===== src/rtl/pp_pkg.sv =====
package pp_pkg;
  typedef enum logic [2:0] {
    S_IDLE, S_UNLK, S_PREQ, S_PWR, S_POLL, S_VREQ, S_VCMP, S_FIN
  } pp_state_e;

  localparam logic [15:0] CMD_ADDR_A = 16'h5555;
  localparam logic [15:0] CMD_ADDR_B = 16'h2AAA;
  localparam logic [7:0]  CMD_KEY0   = 8'hAA;
  localparam logic [7:0]  CMD_KEY1   = 8'h55;
  localparam logic [7:0]  CMD_PROG   = 8'hA0;
  localparam logic [7:0]  BLANK_BYTE = 8'hFF;
  localparam int          TOGGLE_BIT = 6;
endpackage


===== src/rtl/pp_toggle_poll.sv =====
module pp_toggle_poll (
  input  logic clk_i,
  input  logic rst_ni,
  input  logic en_i,
  input  logic tog_i,
  output logic rd_o,
  output logic ready_o
);
  logic phase_q, have_q, prev_q;

  // phase 0: issue read, phase 1: read data valid
  always_ff @(posedge clk_i or negedge rst_ni) begin
    if (!rst_ni) begin
      phase_q <= 1'b0;
      have_q  <= 1'b0;
      prev_q  <= 1'b0;
    end else if (!en_i) begin
      phase_q <= 1'b0;
      have_q  <= 1'b0;
    end else if (!phase_q) begin
      phase_q <= 1'b1;
    end else begin
      phase_q <= 1'b0;
      have_q  <= 1'b1;
      prev_q  <= tog_i;
    end
  end

  assign rd_o    = en_i && !phase_q;
  assign ready_o = en_i && phase_q && have_q && (tog_i == prev_q);
endmodule


===== src/rtl/pp_ctrl.sv =====
module pp_ctrl
  import pp_pkg::*;
#(
  parameter int PAGE_BYTES = 64,
  parameter int ADDR_W     = 17,
  parameter int MAX_RETRY  = 16,
  localparam int IDX_W     = $clog2(PAGE_BYTES),
  localparam int PG_W      = ADDR_W - IDX_W,
  localparam int TRY_W     = $clog2(MAX_RETRY + 1)
) (
  input  logic              clk_i,
  input  logic              rst_ni,
  input  logic              start_i,
  input  logic [ADDR_W-1:0] page_base_i,
  output logic              src_rd_o,
  output logic [IDX_W-1:0]  src_addr_o,
  input  logic [7:0]        src_data_i,
  input  logic [7:0]        fl_rdata_i,
  output logic              poll_en_o,
  input  logic              poll_rd_i,
  input  logic              poll_ready_i,
  output logic              fl_we_o,
  output logic              fl_re_o,
  output logic [ADDR_W-1:0] fl_addr_o,
  output logic [7:0]        fl_wdata_o,
  output logic              done_o,
  output logic              fail_o,
  output logic [PG_W-1:0]   fail_page_o
);
  localparam logic [IDX_W-1:0] LAST_IDX = IDX_W'(PAGE_BYTES - 1);
  localparam logic [TRY_W-1:0] TRY_LIM  = TRY_W'(MAX_RETRY);

  pp_state_e        state_q;
  logic [IDX_W-1:0] idx_q;
  logic [1:0]       step_q;
  logic [TRY_W-1:0] tries_q;
  logic [PG_W-1:0]  page_q;
  logic             fail_q;
  logic             mismatch;

  logic unused_base_lsb;
  assign unused_base_lsb = ^page_base_i[IDX_W-1:0];

  assign mismatch = (src_data_i != fl_rdata_i);

  always_ff @(posedge clk_i or negedge rst_ni) begin
    if (!rst_ni) begin
      state_q <= S_IDLE;
      idx_q   <= '0;
      step_q  <= '0;
      tries_q <= '0;
      page_q  <= '0;
      fail_q  <= 1'b0;
    end else begin
      unique case (state_q)
        S_IDLE: if (start_i) begin
          page_q  <= page_base_i[ADDR_W-1:IDX_W];
          idx_q   <= '0;
          tries_q <= '0;
          fail_q  <= 1'b0;
          step_q  <= '0;
          state_q <= S_UNLK;
        end
        S_UNLK: begin
          if (step_q == 2'd2) begin
            step_q  <= '0;
            state_q <= S_PREQ;
          end else begin
            step_q <= step_q + 2'd1;
          end
        end
        S_PREQ: state_q <= S_PWR;
        S_PWR: begin
          if (idx_q == LAST_IDX) begin
            idx_q   <= '0;
            state_q <= S_POLL;
          end else begin
            idx_q   <= idx_q + IDX_W'(1);
            state_q <= S_PREQ;
          end
        end
        S_POLL: if (poll_ready_i) state_q <= S_VREQ;
        S_VREQ: state_q <= S_VCMP;
        S_VCMP: begin
          if (mismatch) begin
            if (tries_q == TRY_LIM) begin
              fail_q  <= 1'b1;
              state_q <= S_FIN;
            end else begin
              // keep idx_q: resume from the failing byte
              tries_q <= tries_q + TRY_W'(1);
              state_q <= S_UNLK;
            end
          end else if (idx_q == LAST_IDX) begin
            state_q <= S_FIN;
          end else begin
            idx_q   <= idx_q + IDX_W'(1);
            state_q <= S_VREQ;
          end
        end
        S_FIN:   state_q <= S_IDLE;
        default: state_q <= S_IDLE;
      endcase
    end
  end

  always_comb begin
    src_rd_o   = 1'b0;
    fl_we_o    = 1'b0;
    fl_re_o    = 1'b0;
    fl_addr_o  = {page_q, idx_q};
    fl_wdata_o = 8'h00;
    done_o     = 1'b0;
    unique case (state_q)
      S_UNLK: begin
        fl_we_o = 1'b1;
        unique case (step_q)
          2'd0:    begin fl_addr_o = ADDR_W'(CMD_ADDR_A); fl_wdata_o = CMD_KEY0; end
          2'd1:    begin fl_addr_o = ADDR_W'(CMD_ADDR_B); fl_wdata_o = CMD_KEY1; end
          default: begin fl_addr_o = ADDR_W'(CMD_ADDR_A); fl_wdata_o = CMD_PROG; end
        endcase
      end
      S_PREQ: src_rd_o = 1'b1;
      S_PWR: begin
        fl_we_o    = (src_data_i != BLANK_BYTE);
        fl_wdata_o = src_data_i;
      end
      S_POLL: begin
        fl_re_o   = poll_rd_i;
        fl_addr_o = {page_q, LAST_IDX};
      end
      S_VREQ: begin
        src_rd_o = 1'b1;
        fl_re_o  = 1'b1;
      end
      S_FIN:   done_o = 1'b1;
      default: ;
    endcase
  end

  assign src_addr_o  = idx_q;
  assign poll_en_o   = (state_q == S_POLL);
  assign fail_o      = fail_q;
  assign fail_page_o = page_q;
endmodule


===== src/rtl/pp_page_prog.sv =====
module pp_page_prog
  import pp_pkg::*;
#(
  parameter int PAGE_BYTES = 64,
  parameter int ADDR_W     = 17,
  parameter int MAX_RETRY  = 16,
  localparam int IDX_W     = $clog2(PAGE_BYTES),
  localparam int PG_W      = ADDR_W - IDX_W
) (
  input  logic              clk_i,
  input  logic              rst_ni,
  input  logic              start_i,
  input  logic [ADDR_W-1:0] page_base_i,
  output logic              src_rd_o,
  output logic [IDX_W-1:0]  src_addr_o,
  input  logic [7:0]        src_data_i,
  output logic              fl_we_o,
  output logic              fl_re_o,
  output logic [ADDR_W-1:0] fl_addr_o,
  output logic [7:0]        fl_wdata_o,
  input  logic [7:0]        fl_rdata_i,
  output logic              done_o,
  output logic              fail_o,
  output logic [PG_W-1:0]   fail_page_o
);
  logic poll_en, poll_rd, poll_ready;

  pp_ctrl #(
    .PAGE_BYTES(PAGE_BYTES),
    .ADDR_W    (ADDR_W),
    .MAX_RETRY (MAX_RETRY)
  ) u_ctrl (
    .clk_i       (clk_i),
    .rst_ni      (rst_ni),
    .start_i     (start_i),
    .page_base_i (page_base_i),
    .src_rd_o    (src_rd_o),
    .src_addr_o  (src_addr_o),
    .src_data_i  (src_data_i),
    .fl_rdata_i  (fl_rdata_i),
    .poll_en_o   (poll_en),
    .poll_rd_i   (poll_rd),
    .poll_ready_i(poll_ready),
    .fl_we_o     (fl_we_o),
    .fl_re_o     (fl_re_o),
    .fl_addr_o   (fl_addr_o),
    .fl_wdata_o  (fl_wdata_o),
    .done_o      (done_o),
    .fail_o      (fail_o),
    .fail_page_o (fail_page_o)
  );

  pp_toggle_poll u_poll (
    .clk_i  (clk_i),
    .rst_ni (rst_ni),
    .en_i   (poll_en),
    .tog_i  (fl_rdata_i[TOGGLE_BIT]),
    .rd_o   (poll_rd),
    .ready_o(poll_ready)
  );
endmodule


===== config.mk =====
export PLATFORM = sky130hd
export DESIGN_NAME = pp_page_prog
export DESIGN_NICKNAME = d
export VERILOG_FILES = /design/src/rtl/pp_pkg.sv /design/src/rtl/pp_toggle_poll.sv /design/src/rtl/pp_ctrl.sv /design/src/rtl/pp_page_prog.sv
export SDC_FILE = /design/constraint.sdc
export NUM_CORES = 1
export LEC_CHECK = 0
export ABC_AREA = 1
export ABC_CLOCK_PERIOD_IN_PS = 1600
export BUFFER_PORTS_ARGS = -buffer_cell sky130_fd_sc_hd__buf_2
export CAP_MARGIN = 20
export CORE_MARGIN = 3
export CORE_UTILIZATION = 32
export CTS_CLUSTER_DIAMETER = 50
export DETAILED_ROUTE_END_ITERATION = 8
export PLACE_DENSITY = 0.69
export SYNTH_ARGS = -nofsm -noshare
export SYNTH_HDL_FRONTEND = slang
export SYNTH_SLANG_ARGS = --single-unit

===== constraint.sdc =====
create_clock -name clk_i -period 1.6 [get_ports clk_i]
set_input_delay 0.48 -clock clk_i [delete_from_list [all_inputs] [get_ports clk_i]]
set_output_delay 0.48 -clock clk_i [all_outputs]
set_load 0.03 [all_outputs]

==> Yosys cells after proc, flatten, opt, wreduce, memory -nomap -nowiden <==
Cells that the tools add are included.
W data, S select, Z words.
{ "op_classes": {"addsub": 3, "n_mul": 0, "n_div": 0, "order_cmp": 0, "n_eq_ne": 23, "n_shift": 0, "muxes": 36, "bitwise": 0, "reduce_logical": 18} }
{ "ops": {"columns": ["cell", "count"], "rows": [
  ["$pmux W17 S2", 1],
  ["$pmux W8 S2", 2],
  ["$mux W6", 4],
  ["$pmux W3 S8", 1],
  ["$mux W3", 6],
  ["$pmux W6 S3", 1],
  ["$mux W15", 1],
  ["$mux W5", 3],
  ["$eq A3 B3 Y1 const B", 4],
  ["$ne A2 B2 Y1 const B", 6],
  ["$reduce_and A4 Y1", 3],
  ["$pmux W5 S2", 1],
  ["$mux W1", 9],
  ["$ne A8 B8 Y1", 1],
  ["$ne A8 B8 Y1 const B", 1],
  ["$add A6 B1 Y6 const B", 1],
  ["$eq A3 B2 Y1 const B", 2],
  ["$eq A6 B6 Y1 const B", 1],
  ["$mux W2", 3],
  ["$ne A2 B1 Y1 const B", 3],
  ["$pmux W1 S2", 3],
  ["$reduce_and A2 Y1", 3],
  ["$add A5 B1 Y5 const B", 1],
  ["$eq A5 B5 Y1 const B", 1],
  ["14 further kinds", 18]
]} }
{ "totals": {"regBits": 31, "latch_bits": 0, "ram_bits": 0, "rom_bits": 0, "out_inout_bits": 47, "word_cells": 89, "mem_count": 0} }

==> Depth between registers and ports, before layout <==
{ "depth": {"ltp_word": 6, "ltp_mapped": 10, "ltp_nobuf": 10} }

==> By module <==
A second synthesis with hierarchy kept.
{ "hier_totals": {"cells_unflattened": 271, "area_unflattened_um2": 2059.5} }
{ "modules_own_cells": {"columns": ["module", "instances", "cells_each", "area_per_inst_um2", "seq_area_each_um2"], "rows": [
  ["pp_ctrl", 1, 254, 1926.8, 700.7],
  ["pp_toggle_poll", 1, 17, 132.6, 75.1]
]} }

==> Least setup slack after synthesis <==
OpenSTA, ideal clock, no wires.
{ "synth_timing": {"path_type": "flip-flop to output port", "from": "register u_ctrl.state_q[0]", "to": "output fl_re_o", "t_arrival_ps": 1573, "t_required_ps": 1120, "slack_ps": -453, "stages_incl_launch_ff": 6, "cell_sequence": "dfrtp_1 inv_2 nand2_2 nor2_1 inv_1 o21ai_0"} }
{ "synth_via": {"elab_chain_len": 3, "elab_cells_between_ends": 4, "cone_classes": "2 x eq/ne; 1 x mux; 1 x reduce/logical"} }
{ "synth_lines": {"columns": ["element", "line", "text"], "rows": [
  ["from (decl)", "pp_ctrl.sv:33", "pp_state_e state_q;"],
  ["from (signal assigned)", "pp_ctrl.sv:48", "state_q <= S_IDLE;"],
  ["from (signal assigned)", "pp_ctrl.sv:62", "state_q <= S_UNLK;"],
  ["from (signal assigned)", "pp_ctrl.sv:67", "state_q <= S_PREQ;"],
  ["$eq A3 B3 Y1", "pp_ctrl.sv:114, pp_ctrl.sv:142", null],
  ["$logic_and A1 B1 Y1", "pp_toggle_poll.sv:29", "assign rd_o = en_i && !phase_q;"],
  ["$pmux W1 S2 (*)", "pp_ctrl.sv:114", "unique case (state_q)"],
  ["to (decl)", "pp_page_prog.sv:18", "output logic fl_re_o,"]
]} }
Every way passes the cells marked *; elsewhere a longest branch is shown, timed or not.

==> Worst setup path in the final report <==
{ "layout_timing": {"from": "register u_ctrl.state_q[2]", "to": "output fl_addr_o[6]"} }
{ "layout_via": {"elab_chain_len": 2, "elab_cells_between_ends": 3, "cone_classes": "2 x eq/ne; 1 x mux"} }
{ "layout_lines": {"columns": ["element", "line", "text"], "rows": [
  ["$eq A3 B3 Y1 or $eq A3 B1 Y1 (tied branches)", "pp_ctrl.sv:114", null],
  ["$pmux W17 S2 (*)", "pp_ctrl.sv:114", null],
  ["to (decl)", "pp_page_prog.sv:19", "output logic [ADDR_W-1:0] fl_addr_o,"]
]} }
Marks and branches as above.

==> impl_metrics.env <==
export IMPL_syn_nets=328
export IMPL_clock_sinks=31
export IMPL_arrival_ns=1.59
export IMPL_grt_pass1_wl_um=10400
export IMPL_rows=28
export IMPL_violations="negative setup slack"
export IMPL_final_core_util_pct=54.9
export IMPL_h_tree_depth=2
export IMPL_die_y_um=85.8
export IMPL_critPathMaxFanout=10
export IMPL_yosysWarnings=0
export IMPL_synth_area_um2=2040
export IMPL_hold_viol=0
export IMPL_post_route_min_period_ns=2.07
export IMPL_ys_flop_type="dfrtp_1"
export IMPL_synth_top_area_cell="dfrtp_1"
export IMPL_hold_ws_ns=0.209
export IMPL_holdBufCountCts=0
export IMPL_cts_tree="built"
export IMPL_drv_slew=0
export IMPL_synthArstFlopShare_pct=100
export IMPL_crit_type="reg2out"
export IMPL_cts_buffers=5
export IMPL_yosysMostFrequentCell="nand2_1"
export IMPL_maxSlewHeadroom_pct=72.7
export IMPL_outcome="finished, violations left"
export IMPL_fin_ws_ns=-0.472
export IMPL_syn_to_final_growth_pct=62.4
export IMPL_vdd_drop_max_mv=1.17
export IMPL_first_pass_iters=4
export IMPL_grt_max_degree=32
export IMPL_worst_clock_skew_ns=0.00440
export IMPL_place_congestion=0.826
export IMPL_synth_top_cell_area_share_pct=38.1
export IMPL_cap_violations=0
export IMPL_fmax_mhz=483
export IMPL_vias=2336
export IMPL_synthTopCellsByCount="nand2_1, dfrtp_1, inv_1, nand3_1, nor2_1"
export IMPL_dieArea_um2=7350
export IMPL_end_kind="primary output"
export IMPL_io_buffers=76
export IMPL_layout_nets=450
export IMPL_routed_wl_um=6370
export IMPL_ys_seq_area_share_pct=38.1
export IMPL_required_ns=1.12
export IMPL_period_share_pct=129
export IMPL_clk_insertion_delay_late_ns=0.28
export IMPL_fillCellCount=573
export IMPL_ant_nets=0
export IMPL_antenna_found_initial=0
export IMPL_p_total_uw=6330
export IMPL_clockBufferDepth=2
export IMPL_n_antenna_cell=0
export IMPL_syn_inst=289
export IMPL_start_kind="register"
export IMPL_design_core_area_um2=6030
export IMPL_rsz0062_at_grt="true"
export IMPL_path_clk_slew_ns=0.06
export IMPL_grt_ovfl_total=0
export IMPL_cpPeakStageDelay_ns=0.39
export IMPL_cp_slowest_cell="dfrtp_1"
export IMPL_syn_area_per_cell_um2=7.04
export IMPL_tightest_slew_ns=0.410
export IMPL_final_cells=487
export IMPL_synth_seq_cells=31
export IMPL_drc=0
export IMPL_p_per_area_nw_per_um2=1910
export IMPL_drtIter0Drc=73
export IMPL_start_util_pct=33.8
export IMPL_cp_cell_sequence="nor2_2 -> nand2_4 -> nor3_4 -> inv_4 -> o21a_2 -> buf_2"
export IMPL_viasPerCell=4.80
export IMPL_io_pin_count=83
export IMPL_dp_hpwl_um=4550
export IMPL_drive_gt1_share_pct=47.3
export IMPL_setup_violations=46
export IMPL_leakage_uw=0.00179
export IMPL_hold_path_class="in2async"
export IMPL_synth_edff_count=0
export IMPL_grt_pass1_vias=2317
export IMPL_yosys_top_cells_area="dfrtp_1, nand2_1, nand3_1"
export IMPL_die_x_um=85.8
export IMPL_routedWlPerCell_um=13.1
export IMPL_grt_usage_pct=17.6
export IMPL_placedCellCount=463
export IMPL_synth_cell_types=25
export IMPL_root_buffer="clkbuf_8"
sequential cells by signal (all words and copies together) (netlist names):
register,cells
u_poll.have_q,1
u_ctrl.tries_q,5
u_ctrl.fail_o,1
u_poll.prev_q,1
u_ctrl.state_q,3
u_ctrl.src_addr_o,6
u_ctrl.fail_page_o,11
u_poll.phase_q,1
u_ctrl.step_q,2
path summary, 6_finish.rpt:
check                           depth (start not counted)                      to         startpoint  slack (ns)
worst max-delay path                                    6            fl_addr_o[6]  u_ctrl.state_q[2]       -0.47
worst min-delay path                                    2          u_poll.phase_q             rst_ni        0.21
worst max register to register                         11       u_ctrl.tries_q[2]  u_ctrl.state_q[0]       -0.10
worst min register to register                          2           u_ctrl.fail_o      u_ctrl.fail_o        0.48
max in group asynchronous                               2    u_ctrl.src_addr_o[2]             rst_ni        1.07
min in group clk_i                                      3  u_ctrl.fail_page_o[10]    page_base_i[16]        0.40
per-layer routing:
metal / global-route usage [%] / vias up / share of wire [%]
met3: 4.03 / 12 / 6.3
met4: 5.04 / 0 / 1.8
met2: 31.6 / 82 / 51
met1: 20.8 / 1086 / 41
li1: - / 1156 / -
met5: 0 / - / 0
per-stage QoR:
| stage | setup TNS [ns] | setup WS [ns] | area, µm² |
|---|---|---|---|
| after floorplan | -2.05 | -0.151 | 2130 |
| after global placement | -4.19 | -0.229 | 2780 |
| after detailed placement | -5.46 | -0.281 | 2780 |
| after CTS | -11.11 | -0.457 | 3160 |
| after global routing | -15.70 | -0.527 | 3310 |
| final | -11.85 | -0.472 | 3310 |
critical path, delay by kind of cell, from the launching register on:
family                 cells  cell delay [ns]
AO/OA/AOI/OAI              1             0.14
buffers and inverters      2             0.29
flip-flops                 1             0.39
AND/OR/NAND/NOR            3             0.49
power by group:
part	internal (µW)	switching, µW	total, µW
Clock	305	285	590
Sequential	982	164	1150
Combinational	1880	2710	4590
cells in the final DEF (no fill, tap or decap), drive strengths merged:
master,count
dfrtp,31
nand4,5
a21oi,5
o21a,5
clkinv,1
o21ai,18
nand3,32
buf,122
inv,37
ha,3
xnor2,7
clkbuf,7
xor2,5
nand2,108
o211ai,2
nor3,3
nor2,21
area by class of cell:
class	instances	area, µm²	area share [%]
Multi-Input combinational cell	214	1280	38.6
Tap cell	75	93.8	2.84
Clock inverter	1	5.00	0.151
Inverter	37	149	4.50
Timing Repair Buffer	122	930	28.1
Clock buffer	7	76.3	2.31
Sequential cell	31	777	23.5
kinds of logic after synthesis:
kind of cell             count (synthesis)  share of synthesized area (%)
AO/OA/AOI/OAI                           30                           8.42
XOR/XNOR                                12                           5.16
adder cells (fa/ha/maj)                  3                           1.84
buffers and inverters                   44                           9.40
flip-flops                              31                           38.1
AND/OR/NAND/NOR                        169                           37.1
timing repair:
item / 4_1_cts / 5_1_grt
setup endpoints to repair: 30 / 47
endpoints found under the hold margin: 0 / 0
setup buffers: 11 / 7
pin swaps: 6 / 5
gates resized for setup: 69 / 32
Power figures use the tool's default switching activity.
